--- config.mk ---
export PLATFORM = sky130hd
export DESIGN_NAME = pretrig_delay_line
export DESIGN_NICKNAME = d
export VERILOG_FILES = /design/src/rtl/pretrig_delay_line.sv
export SDC_FILE = /design/constraint.sdc
export NUM_CORES = 2
export LEC_CHECK = 0
export BUFFER_PORTS_ARGS = -buffer_cell sky130_fd_sc_hd__buf_2
export CAP_MARGIN = 20
export CORE_MARGIN = 2
export CORE_UTILIZATION = 30
export DETAILED_ROUTE_END_ITERATION = 8
export REMOVE_ABC_BUFFERS = 1
export SYNTH_ARGS = -nofsm -noshare
export SYNTH_HDL_FRONTEND = slang
export SYNTH_SLANG_ARGS = --single-unit
--- constraint.sdc ---
create_clock -name clk -period 3.41 [get_ports clk]
set_input_delay 0 -clock clk [delete_from_list [all_inputs] [get_ports clk]]
set_output_delay 0 -clock clk [all_outputs]
set_load 0.005 [all_outputs]
--- src/rtl/pretrig_delay_line.sv ---
module pretrig_delay_line #(
  parameter int DATA_W = 16,
  parameter int DEPTH  = 64,
  parameter int CNT_W  = 16,
  localparam int AW    = $clog2(DEPTH + 1)
) (
  input  logic              clk,
  input  logic              rst_n,
  input  logic              sample,
  input  logic [DATA_W-1:0] din,
  output logic [DATA_W-1:0] dout,
  input  logic              trig_in,
  input  logic              cfg_load,
  input  logic [AW-1:0]     cfg_len,
  input  logic [CNT_W-1:0]  cfg_post,
  input  logic              rearm,
  input  logic [AW-1:0]     rd_addr,
  output logic [DATA_W-1:0] rd_data,
  output logic              stopped,
  output logic              done
);
  localparam int MEM_SZ = 1 << AW;
  localparam logic [AW-1:0] LEN_MAX = AW'(DEPTH);
  localparam logic [AW-1:0] ONE = AW'(1);

  logic [DATA_W-1:0] mem [MEM_SZ];
  logic [AW-1:0]     len, ptr;
  logic [CNT_W-1:0]  post, cnt;
  logic              flag;
  logic [2:0]        trig_sync;

  wire trig_edge = trig_sync[1] & ~trig_sync[2];
  wire [AW-1:0] len_clamped = (cfg_len == '0) ? ONE :
                              (cfg_len > LEN_MAX) ? LEN_MAX : cfg_len;
  wire restart   = cfg_load | rearm;
  wire take      = sample & ~stopped & ~restart;
  wire stop_now  = flag & (cnt == '0);
  wire wr_en     = take & ~stop_now;
  wire last_post = flag & (cnt == CNT_W'(1));
  wire [AW-1:0] ptr_nxt = (ptr == ONE) ? len : ptr - ONE;
  wire rd_ok = (rd_addr != '0) && (rd_addr <= LEN_MAX);

  always_ff @(posedge clk) begin
    if (!rst_n) trig_sync <= '0;
    else        trig_sync <= {trig_sync[1:0], trig_in};
  end

  always_ff @(posedge clk) begin
    if (wr_en) mem[ptr] <= din;
  end

  always_ff @(posedge clk) begin
    if (!rst_n) begin
      len     <= LEN_MAX;
      post    <= '0;
      ptr     <= LEN_MAX;
      cnt     <= '0;
      flag    <= 1'b0;
      stopped <= 1'b0;
      done    <= 1'b0;
      dout    <= '0;
      rd_data <= '0;
    end else begin
      done    <= 1'b0;
      rd_data <= rd_ok ? mem[rd_addr] : '0;
      if (cfg_load) begin
        len  <= len_clamped;
        post <= cfg_post;
        ptr  <= len_clamped;
        cnt  <= cfg_post;
      end else if (rearm) begin
        ptr  <= len;
        cnt  <= post;
      end
      if (restart) begin
        flag    <= 1'b0;
        stopped <= 1'b0;
      end else begin
        if (trig_edge && !stopped) flag <= 1'b1;
        if (take && stop_now) begin
          stopped <= 1'b1;
          done    <= 1'b1;
        end
        if (wr_en) begin
          dout <= mem[ptr];
          ptr  <= ptr_nxt;
          if (flag) begin
            cnt <= cnt - CNT_W'(1);
            if (last_post) begin
              stopped <= 1'b1;
              done    <= 1'b1;
            end
          end
        end
      end
    end
  end
endmodule

# Word level (Yosys, flattened, before mapping)
# Memories as Yosys holds them, arrays and structs flattened. A register that Yosys moved wholly into a read port is not among the register bits.
# Index checks and enable logic that the tools add are counted.
word_totals:
  in_bits: 52
  output_inout_bits: 34
  ramBits: 2048
  latch_bits: 0
  word_cells: 61
  mem_bits_ro: 0
  regBits: 52
  n_memories: 1
op_classes:
  n_eq_ne: 2
  addsub: 2
  reduce_logical: 12
  magnitude_cmp: 2
  shift: 0
  n_mul: 0
  n_div: 0
  n_bitwise: 12
  mux: 22
mem_list:
  columns: ["memory", "depth", "width", "rd", "rd_clocked_by_memory_dff", "wr", "line_no", "text"]
  rows:
  - ["mem", 128, 16, 2, 2, 1, "26", "logic [DATA_W-1:0] mem [MEM_SZ];"]
ops:
  columns: ["op", "count"]
  rows:
  - ["$mux 16", 5]
  - ["$mux 7", 7]
  - ["$eq 16x1->1 const B", 1]
  - ["$logic_not 16->1", 1]
  - ["$sub 16x1->16 const B", 1]
  - ["$mux 1", 10]
  - ["$eq 7x1->1 const B", 1]
  - ["$gt 7x7->1 const B", 1]
  - ["$le 7x7->1 const B", 1]
  - ["$logic_not 7->1", 1]
  - ["$reduce_bool 7->1", 1]
  - ["$sub 7x1->7 const B", 1]
  - ["$and 1x1->1", 6]
  - ["$not 1->1", 5]
  - ["$reduce_and 2->1", 2]
  - ["$logic_and 1x1->1", 3]
  - ["$logic_not 1->1", 3]
  - ["$reduce_or 2->1", 1]
  - ["$or 1x1->1", 1]

# Longest topological paths before layout
depth:
  depth_word: 8
  depth_mapped: 13
  depth_no_buf: 7

# Worst setup path before layout
# No wires, ideal clock.
synth_path:
  path_kind: "reg2reg"
  startpoint: "register ptr[0]"
  endpoint: "memory mem[54][0], enable pin"
  path_slack_ps: 418
  stages_incl_launch_ff: 10
  required_ps: 3021
  arrival_time_ps: 2603
  n_path_buf: 6
  setup_time_ps: 389
  synth_period_minus_slack_ps: 2992
  path_cell_list: "dfxtp_1 -> buf_6 -> buf_4 -> and3b_1 -> buf_2 -> buf_2 -> buf_1 -> nand2_1 -> clkbuf_1 -> nor2_1"
synth_rtl:
  columns: ["item", "line_no", "text"]
  rows:
  - ["from (decl)", "27", "logic [AW-1:0] len, ptr;"]
  - ["from (signal assigned)", "69", "ptr <= len_clamped;"]
  - ["from (signal assigned)", "72", "ptr <= len;"]
  - ["from (signal assigned)", "86", "ptr <= ptr_nxt;"]
  - ["to (decl)", "26", null]
# Straight into the memory's write port.

==> run metrics <==
Max Fclk=0.282 GHz; Design Area, Final=119000 um^2; CTS tree=built; Final period util=104%; Pwr per Cell Area=515 nW/um^2; critical path's top delay family=compound AO/OA/AOI/OAI gates; fraction of layout cells with a size suffix above 1=34.1%; peak supply drop=0.482 mV; post-synth design cell area=98400 um^2; # DRC=0; Pint=45.9 mW; Worst-Skew Late Latency=0.94 ns; Yosys cell types=80; DP HPWL=267000 um; pre-CTS setup slack=-0.258 ns; clk_skew=0.0784 ns; DR pass1 iterations=9; Net Sw Power=15.4 mW; switching share of total power=25.2%; HP Class=input pin to flip-flop; GRT Residual Overflow=0; initial core utilization=30.1%; register area share after synthesis=64.2%; row count=210; pin count of the biggest net entering global routing=113; Met1 Wirelength=143000 um; post-route antenna net violation count=0; Die Area=333000 um^2; slowest cell delay on critical path=around 0.63 ns; number of flops mapped to enable cells by yosys=2048; failing checks=setup timing; drt total wl=~400000 um; root buffer cell=clkbuf_16; Syn-to-layout area delta=21.1%; ys flop type=edfxtp_1; vias=67.4k; DR WL/cell=37.1 um; WHS=0.0424 ns; Max Slew Vio Count=0; core area=327000 um^2; WP buf/inv=3; leakage power=between 30 and 40 nW; Tot GR Track Use=between 20% and 30%; minimum clock period=~3.6 ns; worst-path cell chain=buf_12 > buf_4 > buf_4 > mux2_2 > a221oi_1 > nor2_1 > a221oi_1 > o2111a_1 > a31oi_1; CP endpoint kind=flip-flop; clock slew at reported path FFs=approximately 0.070 ns; Critical Path RT=4.18 ns; Flop pwr share=47.1%; First DRT Iteration DRCs=approximately 12k; warning count from the yosys run=0; first-pass GRT wire length=roughly 550000 um; final setup margin=-0.141 ns; status=finished, violations left; Mapped Avg Cell Area=around 17 um^2; I/O Pins=86; vias in the first global route=65.4k; initial antenna violation count=31; overall power=61.3 mW; Yosys reg bits=2132; worst-path maximum fanout=17; final setup vio count=2; Area after DPL=around 110000 um^2; WS Path Type=flip-flop to flip-flop; CP max-delay cell=a221oi_1; Synth async-reset ratio=0%; Met2 Routed Length=175000 um; Combinational Power Share=11.1%; DR WL met3=55000 um; Final Hold Viols=0; Chip Width=577 um; Clock power frac=41.8%; CTS max path bufs=3; Placed Cells=just over 10k; PortBufs=85; post-layout util=36.5%; Slew headroom=approximately a quarter; fin nets=approximately 6.4k; Total Negative Setup Slacks=-0.190 ns; Slew @ Worst Pin=1.13 ns; TritonCTS Buffers=222; Clock Sinks=2132; CP arrival=4.32 ns; Worst Setup Start Kind=flip-flop; routability cong.=0.987; H-tree lvl count=4; Layout Cells excl Fill=10.9k; DIE HEIGHT=slightly below 600 um; Max Used Layer=met5; maxcap violations=0; post-synthesis cell count=between 5k and 6k; RSZ-0062 raised after global routing=no; DR vias/cell=about 6.2
-- sequential cells by signal, summed over array words and instances (netlist names) --
name,flops
flag,1
ptr,7
stopped,1
done,1
post,16
trig_sync,3
mem,2048
dout,16
len,7
cnt,16
rd_data,16
-- worst register-to-register path, stage by stage (launching register included) --
cell	delay, ns
dfxtp_4	0.51
buf_12	0.26
buf_4	0.36
buf_4	0.29
mux2_2	0.35
a221oi_1	0.29
nor2_1	0.09
a221oi_1	0.63
o2111a_1	0.48
a31oi_1	0.13
-- cell families (layout without fill, tap and decap cells) --
logic type                 count (synthesis)  count (layout)  share of synthesized area (%)
AOI/OAI and AO/OA                       1214            1214                           9.36
xor gates and xnor gates                  17              17                          0.151
adders and majority gates                  4               4                         0.0509
buffers and inverters                    510            1372                           2.55
DFF                                     2132            2132                           64.2
muxes                                   1114            1114                           20.8
other                                      0              20                              0
and+or+nand+nor                          651             651                           2.91
-- per-layer routing --
| metal | vias up | track usage (%) |
|---|---|---|
| li1 | 25600 | - |
| met1 | 35000 | 30.6 |
| met2 | 5778 | 35.0 |
| met3 | 1079 | 6.71 |
| met4 | 18 | 14.7 |
| met5 | - | 0 |
-- area by class of cell --
type                    count  area [um^2]
diodes                     20         50.0
flip-flops and latches   2132        63200
clock buffers             262         5730
repair buffers            950         9690
multi-input cells        3000        33200
fillers                 30100       208000
inverters                   9         48.8
well taps                4346         5440
clock inverters           151         1860
-- cell usage in the layout, fill, tap and decap left out, types with 11 or more instances in the layout --
cell type,n
nor4_1,15
a31oi_1,26
nor3_1,19
and3_1,18
diode_2,20
dfxtp_1,79
a21boi_0,23
nand2b_1,24
clkbuf_1,39
a21oi_1,114
nand3_1,18
nor2_1,152
nand2_1,212
mux2_2,157
a211oi_1,56
o211ai_1,38
clkbuf_16,223
a221oi_1,314
o22ai_1,62
edfxtp_1,2048
clkinv_1,40
a22o_1,49
mux2i_1,231
o21ai_0,135
clkinvlp_4,11
nor2_2,119
buf_12,188
o22a_1,12
buf_4,572
clkinv_2,44
xnor2_1,14
mux4_2,720
a22oi_1,170
o221ai_1,42
nor2b_1,11
a221o_1,55
bufinv_16,34
buf_2,66
dlygate4sd3_1,117
-- power by group through the flow --
stage	combinational (mW)	sequential [mW]	clock, mW
finish	6.84	28.9	25.6
global route	6.90	28.9	26.7
CTS	6.58	28.9	25.7
detailed placement	6.45	29.4	0
global placement	6.42	29.4	0
floorplan	2.82	29.6	0
-- worst paths after layout --
path           startpoint           end  slack (ns)  depth (start not counted)
max                ptr[2]      dout[15]       -0.14                          9
min            rd_addr[2]    rd_data[1]        0.04                          4
max reg2reg        ptr[2]      dout[15]       -0.14                          9
min reg2reg  trig_sync[0]  trig_sync[1]        0.45                          1
-- Yosys cell counts, drive strengths merged, types with 6 or more instances --
library cell	instances	share of area (%)
nand2	212	0.81
o22a	12	0.11
nor3b	10	0.086
dfxtp	84	1.7
and3	19	0.12
o2111ai	7	0.062
nand2b	24	0.15
o221ai	42	0.37
nand3	18	0.092
a221o	55	0.56
mux4	725	17
nor2b	19	0.12
o211a	7	0.071
o21ai	141	0.72
o31ai	6	0.046
o211ai	38	0.29
mux2i	231	2.3
o21a	7	0.053
a21boi	23	0.18
a22oi	171	1.3
a221oi	315	2.8
a21oi	114	0.58
o221a	8	0.092
nor4	18	0.11
clkbuf	202	0.77
nor3	22	0.11
nand4	10	0.064
xnor2	14	0.12
o2bb2ai	10	0.089
a222oi	6	0.061
mux2	158	1.8
a2111oi	10	0.095
nor2	274	1.0
a211o	7	0.062
a31oi	26	0.17
a22o	49	0.44
o311ai	6	0.053
a211oi	56	0.43
and2	10	0.064
inv	7	0.027
edfxtp	2048	63
o22ai	62	0.39
buf	299	1.7
-- what timing repair did --
| item | CTS | global route |
|---|---|---|
| pin swaps | 1 | 0 |
| gates cloned | 0 | 0 |
| setup buffers | 3 | 0 |
| hold buffers | 117 | 0 |
| endpoints found under the setup margin | 3 | 6 |
| gates resized for setup | 3 | 8 |
| endpoints found under the hold margin | 1340 | 0 |
Power figures use the tool's default switching activity.
